[src/rtl/eth_led_gpio.sv]
module eth_led_gpio #(
  parameter int unsigned PHASE_TICKS = 80
) (
  input  logic        clk,
  input  logic        rst_n,
  input  logic        tick_ms,
  input  logic        link_up,
  input  logic        speed_100,
  input  logic        full_duplex,
  input  logic        autoneg_busy,
  input  logic        tx_act,
  input  logic        rx_act,
  input  logic        cfg_we,
  input  logic [11:0] cfg_wdata,
  input  logic [2:0]  pin_in,
  output logic [2:0]  pin_out,
  output logic [2:0]  pin_oe,
  output logic [2:0]  gpi_val
);

  localparam int unsigned CW = $clog2(PHASE_TICKS + 1);
  localparam logic [CW-1:0] LAST = CW'(PHASE_TICKS - 1);

  typedef enum logic [1:0] {LA_DARK, LA_LIT, LA_BLINK, LA_HOLD} la_st_t;

  la_st_t        la_st;
  logic [CW-1:0] ph_cnt;
  logic          la_pend;
  logic [2:0]    cfg_data, cfg_dir, cfg_od, cfg_led;
  logic [2:0]    gpi_s1, gpi_s2;
  logic [2:0]    led_val;
  logic          act;

  assign act = tx_act | rx_act;

  always_ff @(posedge clk) begin
    if (!rst_n) begin
      cfg_data <= '0;
      cfg_dir  <= '0;
      cfg_od   <= '0;
      cfg_led  <= '0;
    end else if (cfg_we) begin
      cfg_data <= cfg_wdata[2:0];
      cfg_dir  <= cfg_wdata[5:3];
      cfg_od   <= cfg_wdata[8:6];
      cfg_led  <= cfg_wdata[11:9];
    end
  end

  always_ff @(posedge clk) begin
    if (!rst_n) begin
      gpi_s1 <= '0;
      gpi_s2 <= '0;
    end else begin
      gpi_s1 <= pin_in;
      gpi_s2 <= gpi_s1;
    end
  end

  always_ff @(posedge clk) begin
    if (!rst_n || !link_up) begin
      la_st   <= LA_DARK;
      ph_cnt  <= '0;
      la_pend <= 1'b0;
    end else begin
      case (la_st)
        LA_DARK: la_st <= LA_LIT;
        LA_LIT: begin
          if (act || la_pend) begin
            la_st   <= LA_BLINK;
            ph_cnt  <= '0;
            la_pend <= 1'b0;
          end
        end
        LA_BLINK, LA_HOLD: begin
          if (act) la_pend <= 1'b1;
          if (tick_ms) begin
            if (ph_cnt == LAST) begin
              ph_cnt <= '0;
              la_st  <= (la_st == LA_BLINK) ? LA_HOLD : LA_LIT;
            end else begin
              ph_cnt <= ph_cnt + 1'b1;
            end
          end
        end
        default: la_st <= LA_DARK;
      endcase
    end
  end

  assign led_val[0] = link_up & ~speed_100 & ~autoneg_busy;
  assign led_val[1] = (la_st == LA_DARK) || (la_st == LA_BLINK);
  assign led_val[2] = ~(link_up & full_duplex);

  for (genvar i = 0; i < 3; i++) begin : g_pin
    assign pin_out[i] = cfg_led[i] ? led_val[i] : cfg_data[i];
    assign pin_oe[i]  = cfg_led[i] ? ~led_val[i]
                                   : (cfg_dir[i] & ~(cfg_od[i] & cfg_data[i]));
  end

  assign gpi_val = gpi_s2;

endmodule

[config.mk]
export PLATFORM = sky130hd
export DESIGN_NAME = eth_led_gpio
export DESIGN_NICKNAME = d
export VERILOG_FILES = /design/src/rtl/eth_led_gpio.sv
export SDC_FILE = /design/constraint.sdc
export NUM_CORES = 1
export LEC_CHECK = 0
export ABC_CLOCK_PERIOD_IN_PS = 2000
export BUFFER_PORTS_ARGS = -buffer_cell sky130_fd_sc_hd__buf_2
export CAP_MARGIN = 5
export CORE_ASPECT_RATIO = 0.75
export CORE_MARGIN = 2
export CORE_UTILIZATION = 40
export DETAILED_ROUTE_END_ITERATION = 7
export PLACE_DENSITY = 0.62
export REMOVE_ABC_BUFFERS = 1
export SYNTH_ARGS = -nofsm -noshare
export SYNTH_HDL_FRONTEND = slang
export SYNTH_SLANG_ARGS = --single-unit
[constraint.sdc]
create_clock -name clk -period 2 [get_ports clk]
set_input_delay 0.3 -clock clk [delete_from_list [all_inputs] [get_ports clk]]
set_output_delay 0.3 -clock clk [all_outputs]
set_load 0.01 [all_outputs]
==> results of run 1 <==
==> layout make-up <==
cell class,instances,area [um^2],area share
flip-flops and latches,28,561,0.354
repair buffers,33,165,0.104
inverters,4,15.0,0.00947
multi-input cells,101,739,0.466
well taps,40,50.0,0.0316
clock buffers,4,55.1,0.0347
==> worst register-to-register path: cells and delay by family, from the launching register on <==
kind	cells	cell delay [ns]
adder cells (fa/ha/maj)	1	0.25
AO/OA/AOI/OAI	2	0.43
AND/OR/NAND/NOR	2	0.56
buffers and inverters	1	0.08
flip-flops	1	0.38
==> flip-flops by register name, indices dropped and copies added (netlist names) <==
signal and flops:
gpi_s1 3, gpi_val 3, cfg_dir 3, la_pend 1
ph_cnt 7, la_st 2, cfg_od 3, cfg_led 3
cfg_data 3
==> where the power goes <==
part / internal, uW / switching [uW] / total, uW
combinational: 73.4 / 74.1 / 147
clock: 176 / 159 / 335
sequential: 581 / 14.7 / 596
==> final timing paths <==
check	cells past startpoint	end	slack (ns)
setup / recovery	6	pin_out[1]	0.23
hold / removal	2	gpi_s1[0]$_SDFF_PN0_	0.24
setup reg to reg	6	ph_cnt[5]$_SDFFE_PP0P_	0.26
hold reg to reg	1	gpi_val[0]$_SDFF_PN0_	0.45
==> per-layer routing <==
metal,vias to the layer above,routed length [um],share of wire,global-route usage
met4,0,23,0.0093,0.0440
li1,545,-,-,-
met3,4,126,0.051,0.0431
met1,497,1210,0.49,0.167
met2,25,1120,0.45,0.206
met5,-,0,0,0
==> cell usage in the layout (no fill, tap or decap), types with 4 or more instances in the layout <==
cell,instances
nor2b_1,12
nor2_1,6
nand3_1,5
nand2_1,10
dfxtp_1,28
clkbuf_8,4
mux2i_1,13
inv_1,4
buf_2,33
a21oi_1,6
and2_1,7
ha_1,5
==> kinds of logic (layout without fill, tap and decap cells) <==
logic type,count (synthesis),after routing,share of synthesized area
simple gates,59,59,0.271
flops,28,28,0.421
compound gates,20,20,0.111
mux,14,14,0.106
buf+inv,8,41,0.0244
fa+ha+maj,5,5,0.0469
xor+xnor,3,3,0.0197
==> stage by stage <==
stage | cell area, um^2 | std cells | util | setup WS, ns | total power (uW)
floorplan | 1320 | 133 | - | 0.443 | 694
global placement | 1530 | 206 | 0.472 | 0.385 | 751
detailed placement | 1530 | 206 | 0.472 | 0.315 | 757
CTS | 1590 | 210 | 0.489 | 0.226 | 1100
global route | 1590 | 210 | 0.489 | 0.104 | 1130
finish | 1590 | 210 | 0.489 | 0.230 | 1080
==> flow_summary_export.csv, run 1 <==
group,metric,value,unit
run_status,status,"finished, final reports clean",
final_layout,drive_gt1_frac,0.265,
power_and_ir_drop,leakagePower,0.000666,uW
placement,io_buffer_count,33,
routing,initialDrtViolationCount,37,
synth,synth-edff-count,0,
synth,synth_common_cells,"dfxtp_1 (28), mux2i_1 (13), nor2b_1 (12)",
critical_path,cp_top_family,"flip-flops",
timing,finalCritPeriodShare,0.885,
clock_network,clkSinkCount,28,
global_routing,grt_pass1_vias,884,
routing,drc,0,
floorplan,initial_utilization,0.411,
critical_path,crit_buf_inv,2,
critical_path,crit_chain,"inv_1 > ha_1 > nor2_1 > nand2_1 > o21a_1 > buf_2",
timing,drv_slew,0,
critical_path,cpPeakStageDelay,0.38,ns
global_routing,antenna_found_initial,0,
timing,finClkSkew,0.00209,ns
synth,syn_inst,137,
synth,synthTopCellsByArea,"dfxtp_1 (42%), mux2i_1 (9.8%), nor2b_1 (5.6%)",
timing,hold_viol_final,0,
power_and_ir_drop,power_density,680,nW/um^2
critical_path,reg2reg_from,"la_st[0]$_SDFFE_PP0P_",
floorplan,die_w,70.6,um
global_routing,grt_max_degree,21,
timing,min_period,1.77,ns
final_layout,nets,201,
placement,gp_congestion,0.843,
floorplan,core.rowCount,18,
synth,synth_ff_type,"dfxtp_1",
floorplan,fp.dieH,54.0,um
critical_path,worstSetupPathType,"reg -> out",
synth,synth-seq-cells,28,
synth,syn_area,1330,um^2
timing,setup_violations,0,
routing,drt.antenna.violating_nets,0,
synth,avgSynthCellArea,9.73,um^2
global_routing,grt_first_pass_wirelength,3850,um
critical_path,crit_path_start,"la_st[0]$_SDFFE_PP0P_",
critical_path,crit_fanout,5,
synth,yosys_warnings,0,
clock_network,cts_buffers,3,
timing,fmax,565,MHz
clock_network,cts_tree,"yes",
clock_network,path_clk_slew,0.09,ns
clock_network,hold_buffers,0,
floorplan,die_area,3810,um^2
floorplan,io-pin-count,34,
final_layout,diodes,0,
routing,firstDrtPassIters,4,
final_layout,syn2layout_area_growth,19.0,%
routing,wire_per_inst,11.8,um
final_layout,final.fill_count,314,
placement,dp_hpwl,1960,um
min_path,min_from,"pin_in[0]",
synth,synth.most_common_cell,"dfxtp_1",
critical_path,worst_setup_path_start_kind,"flip-flop",
routing,routed_wl,2480,um
synth,ys_seq_area_frac,0.421,
timing,tightest_slew,0.475,ns
critical_path,cp-end-kind,"primary output",
min_path,hold_class,"in -> reg",
power_and_ir_drop,ir_drop,0.398,mV
floorplan,core_area,3240,um^2
clock_network,post_cts_resized,0,
timing,rsz0062_at_grt,"false",
clock_network,cts_setup_buffers,0,
synth,synthArstFlopShare,0,
critical_path,cp.arrival,1.47,ns
timing,slew-limit-headroom,0.681,
synth,yosys.area.top_type,"dfxtp_1",
clock_network,clockBufferDepth,2,
clock_network,cts_root_buffer,"clkbuf_8",
timing,setup_tns,0,ns
timing,whs,0.235,ns
critical_path,critPathRequiredTime,1.70,ns
clock_network,worstSkewPairLatency,0.26,ns
synth,yosysTopAreaCellShare,0.421,
critical_path,slowest_stage,"dfxtp_1",
routing,vias,1071,
global_routing,gr-total-overflow,0,
clock_network,htreeDepth,1,
global_routing,grt_usage,0.129,
synth,ys_types,37,
run,cap_violations,0,
routing,viasPerCell,5.10,
Note: power is estimated with default switching activity, not from simulation.
==> run 2, diff against run 1 <==
Settings changed: CTS_BUF_LIST set to sky130_fd_sc_hd__clkbuf_16.
==> run 2 against run 1 <==
Compared with the run above:
- critical path type unchanged
- critical path depth unchanged
- setup slack gained 0.0084 ns
- final area is 1.5% higher
- highest routed layer unchanged
- register-to-register slack better by 0.03 ns
- die area stayed put
- largest cell class unchanged
- routed wire length up 1.2%
- clock skew up 0.0014 ns
==> flow_summary_export.csv, run 2 (same netlist as run 1, synthesis figures left out) <==
group,metric,value,unit
critical_path,critPathRequiredTime,1.70,ns
routing,drt.antenna.violating_nets,0,
final_layout,drive_gt1_frac,0.259,
timing,slew-limit-headroom,0.679,
timing,setup_violations,0,
critical_path,reg2reg_from,"la_st[0]$_SDFFE_PP0P_",
critical_path,rrSetupSlack,0.29,ns
min_path,holdPathEnd,"gpi_s1[0]$_SDFF_PN0_",
timing,rsz0062_at_grt,"false",
timing,finalCritPeriodShare,0.881,
critical_path,r2r_cells,6,
critical_path,worst_setup_path_start_kind,"flip-flop",
timing,hold_viol_final,0,
critical_path,crit_fanout,5,
clock_network,cts_tree,"yes",
run,cap_violations,0,
timing,drv_slew,0,
routing,initialDrtViolationCount,47,
final_layout,diodes,0,
clock_network,post_cts_resized,0,
clock_network,cts_buffers,3,
routing,vias,1070,
final_layout,final_cell_mix,"buf_2 (33), dfxtp_1 (28), mux2i_1 (13), nor2b_1 (12), nand2_1 (10)",
clock_network,path_clk_slew,0.06,ns
clock_network,clockBufferDepth,2,
placement,dp_hpwl,1960,um
final_layout,utilization,0.496,
global_routing,grt_max_degree,21,
clock_network,worstSkewPairLatency,0.26,ns
min_path,hold_class,"in -> reg",
clock_network,cts_setup_buffers,0,
power_and_ir_drop,p_total,1190,uW
min_path,min_from,"pin_in[0]",
routing,wire_per_inst,11.9,um
final_layout,final_common_cell,"buf_2",
run_status,status,"finished, final reports clean",
final_layout,final.fill_count,311,
global_routing,grt_usage,0.133,
power_and_ir_drop,clkPwrFrac,0.375,
final_layout,nets,201,
floorplan,die_w,70.6,um
floorplan,fp.dieH,54.0,um
timing,setup_tns,0,ns
power_and_ir_drop,switching_share,0.226,
clock_network,htreeDepth,1,
clock_network,clkSinkCount,28,
final_layout,largest_register_ffs,7,
power_and_ir_drop,p_int,923,uW
floorplan,core.rowCount,18,
final_layout,max_flop_register,"ph_cnt",
critical_path,r2r-end,"ph_cnt[3]$_SDFFE_PP0P_",
placement,io_buffer_count,33,
routing,viasPerCell,5.10,
power_and_ir_drop,power_density,740,nW/um^2
global_routing,antenna_found_initial,0,
routing,drc,0,
timing,min_period,1.76,ns
final_layout,syn2layout_area_growth,20.8,%
floorplan,initial_utilization,0.411,
min_path,worstHoldPathCells,2,
critical_path,worstSetupPathType,"reg -> out",
floorplan,io-pin-count,34,
timing,fmax,568,MHz
clock_network,cts_root_buffer,"clkbuf_16",
global_routing,gr-total-overflow,0,
timing,tightest_slew,0.478,ns
placement,gp_congestion,0.843,
routing,routed_wl,2510,um
power_and_ir_drop,ir_drop,0.461,mV
global_routing,grt_pass1_vias,888,
routing,firstDrtPassIters,4,
power_and_ir_drop,switchingPower,269,uW
global_routing,grt_first_pass_wirelength,3910,um
critical_path,cp.arrival,1.46,ns
critical_path,cp-end-kind,"primary output",
timing,finClkSkew,0.00347,ns
clock_network,hold_buffers,0,
floorplan,die_area,3810,um^2
power_and_ir_drop,leakagePower,0.000676,uW
floorplan,core_area,3240,um^2
power_and_ir_drop,seqPwrFrac,0.500,
power_and_ir_drop,p_comb_frac,0.124,
[run 2: cell count changes in the layout (fill, tap and decap cells not counted)]
| cell | before | now |
|---|---|---|
| clkinv_1 | 0 | 1 |
| clkbuf_16 | 0 | 3 |
| clkbuf_8 | 4 | 0 |
[run 2: worst max-delay path by stage]
stage,depth (start not counted),from,endpoint
floorplan,6,la_st[0]$_SDFFE_PP0P_,ph_cnt[5]$_SDFFE_PP0P_
global placement,6,la_st[0]$_SDFFE_PP0P_,ph_cnt[5]$_SDFFE_PP0P_
detailed placement,6,la_st[0]$_SDFFE_PP0P_,ph_cnt[3]$_SDFFE_PP0P_
CTS,6,la_st[0]$_SDFFE_PP0P_,pin_out[1]
global route,6,la_st[0]$_SDFFE_PP0P_,pin_out[1]
finish,6,la_st[0]$_SDFFE_PP0P_,pin_out[1]
[run 2: layer usage]
| layer | part of all wire | wire, um | global-route usage |
|---|---|---|---|
| met5 | 0 | 0 | 0 |
| met4 | 0.0088 | 22 | 0.0440 |
| met3 | 0.061 | 154 | 0.0487 |
| met2 | 0.46 | 1150 | 0.215 |
| met1 | 0.47 | 1190 | 0.168 |
[run 2: worst max-delay path, cell delays in order (launching register included)]
cell	delay, ns
dfxtp_1	0.37
inv_1	0.08
ha_1	0.25
nor2_1	0.17
nand2_1	0.09
o21a_1	0.12
buf_2	0.13
[run 2: through the flow]
stage          std cells  hold slack, ns  setup WS [ns]  area, um^2
6_report             210           0.245          0.239        1610
3_5_place_dp         206           0.418          0.315        1530
5_1_grt              210           0.242          0.128        1610
3_3_place_gp         206           0.419          0.385        1530
4_1_cts              210           0.237          0.245        1610
2_1_floorplan        133           0.412          0.443        1320
[run 2: power groups by stage]
| stage | clock [uW] | sequential (uW) | combinational, uW |
|---|---|---|---|
| floorplan | 0 | 607 | 86.9 |
| global placement | 0 | 608 | 143 |
| detailed placement | 0 | 609 | 148 |
| CTS | 464 | 596 | 148 |
| global route | 483 | 598 | 164 |
| finish | 447 | 596 | 148 |
[run 2: cell type report]
cell class | instances | area [um^2] | share of cell area
Tap cell | 40 | 50.0 | 0.0311
Sequential cell | 28 | 561 | 0.348
Inverter | 4 | 15.0 | 0.00933
Clock buffer | 3 | 75.1 | 0.0467
Clock inverter | 1 | 3.75 | 0.00233
Timing Repair Buffer | 33 | 165 | 0.103
Multi-Input combinational cell | 101 | 739 | 0.460
